`config.mk`:
```
export PLATFORM = sky130hd
export DESIGN_NAME = adcseq_top
export DESIGN_NICKNAME = d
export VERILOG_FILES = /design/src/rtl/adcseq_pkg.sv /design/src/rtl/adcseq_strobe.sv /design/src/rtl/adcseq_sar.sv /design/src/rtl/adcseq_fmt.sv /design/src/rtl/adcseq_top.sv
export SDC_FILE = /design/constraint.sdc
export NUM_CORES = 1
export LEC_CHECK = 0
export BUFFER_PORTS_ARGS = -buffer_cell sky130_fd_sc_hd__buf_2
export CAP_MARGIN = 30
export CORE_UTILIZATION = 60
export CTS_CLUSTER_DIAMETER = 200
export DETAILED_ROUTE_END_ITERATION = 6
export GPL_TIMING_DRIVEN = 1
export PLACE_DENSITY = 0.84
export SLEW_MARGIN = 20
export SYNTH_ARGS = -nofsm -noshare
export SYNTH_HDL_FRONTEND = slang
export SYNTH_SLANG_ARGS = --single-unit
```
`constraint.sdc`:
```
create_clock -name clk -period 6.4 [get_ports clk]
set_input_delay 0.96 -clock clk [delete_from_list [all_inputs] [get_ports clk]]
set_output_delay 0.96 -clock clk [all_outputs]
set_load 0.1 [all_outputs]
```
`src/rtl/adcseq_pkg.sv`:
```
package adcseq_pkg;

    // Conversion progress
    typedef enum logic [1:0] {
        PH_IDLE = 2'd0,
        PH_ACQI = 2'd1,
        PH_ACQX = 2'd2,
        PH_CONV = 2'd3
    } phase_t;

    // Power state reported to analog blocks
    typedef enum logic [1:0] {
        PWR_ON   = 2'd0,
        PWR_STBY = 2'd1,
        PWR_OFF  = 2'd2
    } pwr_t;

    // Bit positions inside the control byte
    localparam int CB_PWR_HI = 7;
    localparam int CB_PWR_LO = 6;
    localparam int CB_ACQX   = 5;
    localparam int CB_SINGLE = 4;
    localparam int CB_UNI    = 3;
    localparam int CB_ADDR_W = 3;

endpackage

```
`src/rtl/adcseq_strobe.sv`:
```
module adcseq_strobe #(
    parameter int INT_DIV = 4
) (
    input  logic clk,
    input  logic rst_n,
    input  logic cs_n,
    input  logic wr_n,
    input  logic rd_n,
    input  logic conv_clk,
    input  logic ext_mode,
    output logic wr_evt,
    output logic rd_evt,
    output logic tick
);
    localparam int DW = (INT_DIV > 1) ? $clog2(INT_DIV) : 1;

    typedef struct packed {
        logic          wr_prev;
        logic          rd_prev;
        logic          ck_prev;
        logic [DW-1:0] div;
    } strobe_t;

    strobe_t s_d, s_q;
    logic    int_tick;
    logic    ext_tick;

    always_comb begin
        s_d         = s_q;
        s_d.wr_prev = wr_n;
        s_d.rd_prev = rd_n;
        s_d.ck_prev = conv_clk;
        if (s_q.div == DW'(INT_DIV - 1)) begin
            s_d.div = '0;
        end else begin
            s_d.div = s_q.div + DW'(1);
        end
        int_tick = (s_q.div == DW'(INT_DIV - 1));
        ext_tick = !cs_n && s_q.ck_prev && !conv_clk;
        wr_evt   = !cs_n && !s_q.wr_prev && wr_n;
        rd_evt   = !cs_n && s_q.rd_prev && !rd_n;
        tick     = ext_mode ? ext_tick : int_tick;
    end

    always_ff @(posedge clk or negedge rst_n) begin
        if (!rst_n) begin
            s_q <= '{wr_prev: 1'b1, rd_prev: 1'b1, ck_prev: 1'b0, div: '0};
        end else begin
            s_q <= s_d;
        end
    end

endmodule

```
`src/rtl/adcseq_sar.sv`:
```
module adcseq_sar #(
    parameter int W = 10
) (
    input  logic                 clk,
    input  logic                 rst_n,
    input  logic                 start,
    input  logic                 step,
    input  logic [$clog2(W)-1:0] idx,
    input  logic                 cmp,
    output logic [W-1:0]         code
);
    localparam int IW = $clog2(W);

    logic [W-1:0] code_d, code_q;

    always_comb begin
        code_d = code_q;
        if (start) begin
            code_d = {1'b1, {(W-1){1'b0}}};
        end else if (step) begin
            code_d[idx] = cmp;
            if (idx != '0) begin
                code_d[idx - IW'(1)] = 1'b1;
            end
        end
    end

    always_ff @(posedge clk or negedge rst_n) begin
        if (!rst_n) begin
            code_q <= '0;
        end else begin
            code_q <= code_d;
        end
    end

    assign code = code_q;

endmodule

```
`src/rtl/adcseq_fmt.sv`:
```
module adcseq_fmt #(
    parameter int W = 10
) (
    input  logic         clk,
    input  logic         rst_n,
    input  logic         capture,
    input  logic         uni,
    input  logic [W-1:0] code,
    input  logic         hben,
    output logic [7:0]   dout
);
    localparam int BW = 8;
    localparam int HW = W - BW;
    localparam int FW = BW - HW;

    typedef struct packed {
        logic [W-1:0] res;
        logic         uni;
    } fmt_t;

    fmt_t f_d, f_q;
    logic fill;

    always_comb begin
        f_d = f_q;
        if (capture) begin
            f_d.uni = uni;
            if (uni) begin
                f_d.res = code;
            end else begin
                f_d.res = {~code[W-1], code[W-2:0]};
            end
        end
        fill = f_q.uni ? 1'b0 : f_q.res[W-1];
        if (hben) begin
            dout = {{FW{fill}}, f_q.res[W-1:BW]};
        end else begin
            dout = f_q.res[BW-1:0];
        end
    end

    always_ff @(posedge clk or negedge rst_n) begin
        if (!rst_n) begin
            f_q <= '{res: '0, uni: 1'b1};
        end else begin
            f_q <= f_d;
        end
    end

endmodule

```
`src/rtl/adcseq_top.sv`:
```
module adcseq_top
    import adcseq_pkg::*;
#(
    parameter int RES_W      = 10,
    parameter int CONV_TICKS = 13,
    parameter int ACQ_TICKS  = 3,
    parameter int INT_DIV    = 4
) (
    input  logic             clk,
    input  logic             rst_n,
    input  logic             cs_n,
    input  logic             wr_n,
    input  logic             rd_n,
    input  logic             hben,
    input  logic [7:0]       din,
    input  logic             conv_clk,
    input  logic             cmp_in,
    output logic [7:0]       dout,
    output logic             dout_en,
    output logic             int_n,
    output logic [RES_W-1:0] dac_code,
    output logic             track,
    output logic [2:0]       chan_sel,
    output logic             diff_mode,
    output logic             pair_swap,
    output logic             ext_clk_mode,
    output logic [1:0]       pwr_state
);
    localparam int CMAX = (CONV_TICKS > ACQ_TICKS) ? CONV_TICKS : ACQ_TICKS;
    localparam int CW   = $clog2(CMAX + 1);
    localparam int IW   = $clog2(RES_W);

    typedef struct packed {
        phase_t                 phase;
        logic [CW-1:0]          cnt;
        logic [1:0]             pd;
        logic                   single;
        logic                   uni;
        logic [CB_ADDR_W-1:0]   addr;
        logic                   ext_mode;
        logic                   int_n;
        pwr_t                   pwr;
    } seq_t;

    seq_t r_d, r_q;

    logic          wr_evt;
    logic          rd_evt;
    logic          tick;
    logic          sar_start;
    logic          sar_step;
    logic          res_cap;
    logic [IW-1:0] sar_idx;
    logic [6:0]    cfg_q;
    phase_t        phase_q;

    adcseq_strobe #(.INT_DIV(INT_DIV)) u_strobe (
        .clk      (clk),
        .rst_n    (rst_n),
        .cs_n     (cs_n),
        .wr_n     (wr_n),
        .rd_n     (rd_n),
        .conv_clk (conv_clk),
        .ext_mode (r_q.ext_mode),
        .wr_evt   (wr_evt),
        .rd_evt   (rd_evt),
        .tick     (tick)
    );

    always_comb begin
        r_d       = r_q;
        sar_start = 1'b0;
        sar_step  = 1'b0;
        res_cap   = 1'b0;
        sar_idx   = IW'(RES_W - 1) - IW'(r_q.cnt);
        if (wr_evt) begin
            r_d.pd     = din[CB_PWR_HI:CB_PWR_LO];
            r_d.single = din[CB_SINGLE];
            r_d.uni    = din[CB_UNI];
            r_d.addr   = din[CB_ADDR_W-1:0];
            r_d.int_n  = 1'b1;
            r_d.pwr    = PWR_ON;
            r_d.cnt    = '0;
            if (din[CB_PWR_HI]) begin
                r_d.ext_mode = din[CB_PWR_LO];
            end
            if (din[CB_ACQX]) begin
                r_d.phase = PH_ACQX;
            end else if (r_q.phase == PH_ACQX) begin
                r_d.phase = PH_CONV;
                sar_start = 1'b1;
            end else begin
                r_d.phase = PH_ACQI;
            end
        end else begin
            if (rd_evt) begin
                r_d.int_n = 1'b1;
            end
            if (tick) begin
                case (r_q.phase)
                    PH_ACQI: begin
                        if (r_q.cnt == CW'(ACQ_TICKS)) begin
                            r_d.phase = PH_CONV;
                            r_d.cnt   = '0;
                            sar_start = 1'b1;
                        end else begin
                            r_d.cnt = r_q.cnt + CW'(1);
                        end
                    end
                    PH_CONV: begin
                        if (r_q.cnt < CW'(RES_W)) begin
                            sar_step = 1'b1;
                        end
                        if (r_q.cnt == CW'(CONV_TICKS - 1)) begin
                            r_d.phase = PH_IDLE;
                            r_d.cnt   = '0;
                            r_d.int_n = 1'b0;
                            res_cap   = 1'b1;
                            if (r_q.pd[1]) begin
                                r_d.pwr = PWR_ON;
                            end else if (r_q.pd[0]) begin
                                r_d.pwr = PWR_STBY;
                            end else begin
                                r_d.pwr = PWR_OFF;
                            end
                        end else begin
                            r_d.cnt = r_q.cnt + CW'(1);
                        end
                    end
                    default: ;
                endcase
            end
        end
    end

    always_ff @(posedge clk or negedge rst_n) begin
        if (!rst_n) begin
            r_q <= '{phase: PH_IDLE, cnt: '0, pd: 2'b11, single: 1'b1, uni: 1'b1,
                     addr: '0, ext_mode: 1'b1, int_n: 1'b1, pwr: PWR_ON};
        end else begin
            r_q <= r_d;
        end
    end

    adcseq_sar #(.W(RES_W)) u_sar (
        .clk   (clk),
        .rst_n (rst_n),
        .start (sar_start),
        .step  (sar_step),
        .idx   (sar_idx),
        .cmp   (cmp_in),
        .code  (dac_code)
    );

    adcseq_fmt #(.W(RES_W)) u_fmt (
        .clk     (clk),
        .rst_n   (rst_n),
        .capture (res_cap),
        .uni     (r_q.uni),
        .code    (dac_code),
        .hben    (hben),
        .dout    (dout)
    );

    assign dout_en      = !cs_n && !rd_n;
    assign int_n        = r_q.int_n;
    assign track        = (r_q.phase == PH_ACQI) || (r_q.phase == PH_ACQX);
    assign chan_sel     = r_q.addr;
    assign diff_mode    = !r_q.single;
    assign pair_swap    = !r_q.single && r_q.addr[0];
    assign ext_clk_mode = r_q.ext_mode;
    assign pwr_state    = r_q.pwr;
    assign cfg_q        = {r_q.pd, r_q.single, r_q.uni, r_q.addr};
    assign phase_q      = r_q.phase;

endmodule

```
Yosys cells after proc, flatten, opt, wreduce, memory -nomap -nowiden --
Cells that the tools add are included.
Operators by class: $lt $le $gt $ge 5, bitwise logic cells 2, multiplexer cells 43, eq/ne operators 8, add/sub/neg operators 4, reductions and logical operators 26
Operators by type and width (count):
- 10-bit 2-to-1 mux | 4
- 1-bit 2-to-1 mux | 19
- 2-bit 2-to-1 mux | 7
- 3-bit 2-to-1 mux | 4
- 6-bit 2-to-1 mux | 2
- 6-bit case mux with 2 select lines | 1
- 10-bit bitwise mux | 1
- 1-bit logical AND | 10
- 4-bit by 5-bit < comparator with 1-bit output (second input constant) | 2
- 10-bit bitwise OR | 1
- 1-bit demux with 4-bit select | 2
- 4-bit by 1-bit greater-or-equal comparator with 1-bit output (second input constant) | 2
- 4-bit 2-to-1 mux | 2
- 8-bit 2-to-1 mux | 1
- 2-bit nonzero test | 4
- 2-bit == test (second input constant) | 3
- 3-bit by 2-bit inequality test with 1-bit output (second input constant) | 2
- 1-bit zero test | 5
- 4-bit by 1-bit adder with 4-bit output (second input constant) | 1
- 4-bit by 2-bit == test with 1-bit output (second input constant) | 1
- 4-bit == test (second input constant) | 1
- 4-bit < comparator (second input constant) | 1
- 2-bit AND reduction | 2
- 4-bit AND reduction | 1
- 9 further kinds | 9
Storage, ports and cells: flip-flop bits (word level) 43, output and inout bits 29, input bits 16, logic and storage cells 104

Longest topological paths before layout --
word-level depth 10, gate-level depth with buffers 9, gate-level depth less buffers 7

Hierarchy --
From an unflattened synthesis, not the netlist that was laid out.
Second synthesis, totals: cells, all modules 221, area total of the unflattened synthesis 2292.2 sq um
Modules (own cells, without submodules):
- adcseq_top | times used 1, area each 979.7 sq um, cells each 100
- adcseq_sar | times used 1, area each 598.1 sq um, cells each 63
- adcseq_fmt | times used 1, area each 536.8 sq um, cells each 47
- adcseq_strobe | times used 1, area each 177.7 sq um, cells each 11

Least setup slack after synthesis --
Ideal clock, no wire load.
path kind input -> output, start input port hben, end output port dout[2], slack 2183 ps, data required time 5440 ps, data arrival time 3257 ps, stages 2, cells stage by stage clkbuf_1 -> o21ai_0
On the way: cells in the longest elaborated chain, start to end 1
Ends and longest elaborated chain:
- start, declared | line adcseq_top.sv:14 | input logic hben,
- 8-bit 2-to-1 mux | line adcseq_fmt.sv:35 | if (hben) begin
- end, declared | line adcseq_top.sv:18 | output logic [7:0] dout,
No other way between the ends.

Worst setup path in the final report --
start input port hben, end output port dout[4]
Same word-level chain as after synthesis.

==> qor.yml <==
syn_nets: 287
cts_root_buf: "clkbuf_8"
overflow: 0
clock_sinks: 43
row_count: 22
p_per_area_nw_per_um2: 406.7
initial_utilization: 0.6509
route.detailed.drc: 0
cts_tree: "built"
dieArea_um2: 4381
seq_area_frac_synth: 0.4398
avgRoutedWirePerCell_um: 14.56
first_pass_iters: 4
insertion_delay_ps: 290
holdCritStartpoint: "u_strobe.s_q[0]$_DFF_PN0_"
core_um2: 3799
pwr-share-clk: 0.148
async_reset_ff_frac: 1.000
status: "finished clean"
p_int_w: 0.0005349
fin_nets: 324
synth_edf_count: 0
pin_count: 45
post-route-cell-area_um2: 2781
crit_path_start_kind: "primary input"
portBuffers: 44
finClkSkew_ps: 7.702
ys.warnings.count: 0
path_class: "primary input to output pin"
syn_to_final_growth_pct: 12.50
yosys.area.top_type_share: 0.3441
grt_pass1_wl_mm: 8.224
cts_post_setup_buffers_inserted: 0
relSlewSlack: 0.4937
r2r-end: "u_fmt.f_q[4]$_DFFE_PN0P_"
min_period_ps: 2803
grt_max_degree: 44
clk_pin_slew_ps: 80
combPwrFrac: 0.522
cts_buffer_depth: 2
grt_pass1_vias: 1743
crit_fanout: 9
rrSetupSlack_ps: 3910
die_y_um: 66.19
dp_hpwl_mm: 3.726
synth_area_leaders: "dfrtp_1 34%, dfstp_2 9.6%, mux2_2 5.9%, ha_1 5.6%, nand2_1 5.5%"
pre_cts_ws_ps: 3519
antenna_found_initial: 0
postSynthAreaPerCell_um2: 9.509
rsz0062_at_grt: "no"
hold_viol: 0
place_area_um2: 2676
ir_worst_vdd_mv: 0.2856
fp.dieW_um: 66.19
fmax_mhz: 356.8
synthCells: 260
drtIter0Drc: 134
synthDistinctLibCells: 52
numCtsBuffers: 5
hold_path_class: "register to register"
yosys.area.top_type: "dfrtp_1"
finalSetupViolations: 0
crit_start: "hben"
fin_ws_ps: 3597
p_sw_frac: 0.5272
p_switching_w: 0.0005964
r2r_cells: 5
slew_viol_final: 0
netlist_area_um2: 2472
final_cell_mix: "44 x buf_2, 36 x nand2_1, 34 x dfrtp_1, 18 x nor2_1, 17 x inv_1"
finalWirelength_mm: 5.039
final_util: 0.7322
gp_congestion: 0.9557
vias: 2004
cts_resized: 0
detail-route-antenna-nets: 0
finalCritPeriodShare: 0.4379
holdPathEnd: "u_strobe.s_q[0]$_DFF_PN0_"
num_antenna_cells: 0
worst_pin_slew_ps: 754.0
grt_usage: 0.2491
holdPathStages: 1
synth_seq_cells: 43
leakage_nw: 1.326
endpoint_kind: "output pin"
finalSetupTns_ps: 0
cts_hold_buffers: 0
required_ps: 5440
avgViaCountPerCell: 5.792
cp.arrival_ps: 1840
cap_violations: 0
cts_max_level: 2
final_common_cell: "buf_2"
synth_ff_type: "dfrtp_1"
worst_r2r_startpoint: "r_q[11]$_DFFE_PN0P_"
seqPwrFrac: 0.330
drive_above_1_share: 0.2819
## state kept, by name, indices dropped and copies added (netlist names)
| signal | flops |
|---|---|
| u_strobe.s_q | 5 |
| phase_q | 2 |
| cfg_q | 4 |
| u_sar.code | 10 |
| ext_clk_mode | 1 |
| r_q | 4 |
| u_fmt.f_q | 11 |
| pwr_state | 2 |
| chan_sel | 3 |
| int_n | 1 |
## synthesized netlist by cell type, drive strengths merged (3+ instances only)
cell	instances
a21oi	15
buf	13
clkbuf	3
dfrtp	34
dfstp	9
ha	11
inv	17
mux2	13
mux2i	3
nand2	36
nand2b	4
nand3	7
nand3b	4
nor2	18
nor3	10
nor3b	3
nor4	3
o21ai	15
xnor2	3
## cells by family after synthesis
family	synth area share
buf+inv	0.06174
simple gates	0.2090
xor+xnor	0.01772
compound gates	0.1447
mux	0.07136
fa+ha+maj	0.05567
flops	0.4398
## through the flow
stage / hold slack (ps) / total power (W) / std cells
3_5_place_dp: 422.0 / 0.0009618 / 337
3_3_place_gp: 411.5 / 0.0009508 / 337
2_1_floorplan: 403.1 / 0.0008560 / 260
4_1_cts: 432.8 / 0.001129 / 345
6_report: 430.9 / 0.001131 / 346
5_1_grt: 445.9 / 0.001189 / 346
## power by group through the flow
stage / sequential (W) / clock (W) / combinational (W)
finish: 0.000373 / 0.000167 / 0.000591
floorplan: 0.000564 / 0 / 0.000292
CTS: 0.000371 / 0.000170 / 0.000588
detailed placement: 0.000376 / 0 / 0.000585
global placement: 0.000374 / 0 / 0.000577
global route: 0.000379 / 0.000183 / 0.000628
## layout make-up
class | instances | area, um2
multi-input cells | 184 | 1237
flip-flops and latches | 43 | 1087
fillers | 284 | 1017
repair buffers | 46 | 247.7
clock buffers | 6 | 72.57
inverters | 17 | 63.81
well taps | 48 | 60.06
clock inverters | 2 | 12.51
## worst max-delay path, cell delays in order
cell and delay [ps]:
buf_2 160, nand3b_1 170, o21ai_0 110, buf_2 450
## how the worst max path moves through the flow
stage	end	slack (ps)
2_1_floorplan	dout[2]	2180
3_3_place_gp	u_sar.code[1]$_DFFE_PN0P_	3600
3_5_place_dp	u_sar.code[1]$_DFFE_PN0P_	3520
4_1_cts	dout[4]	3580
5_1_grt	dout[6]	3500
6_report	dout[4]	3600
## routing by layer
metal | vias up | part of all wire | track usage
met5 | - | 0 | 0
met4 | 0 | 0.016 | 0.05319
met3 | 10 | 0.043 | 0.05172
met2 | 56 | 0.47 | 0.3929
met1 | 966 | 0.47 | 0.3539
li1 | 972 | - | -
(Power assumes the default switching activity.)
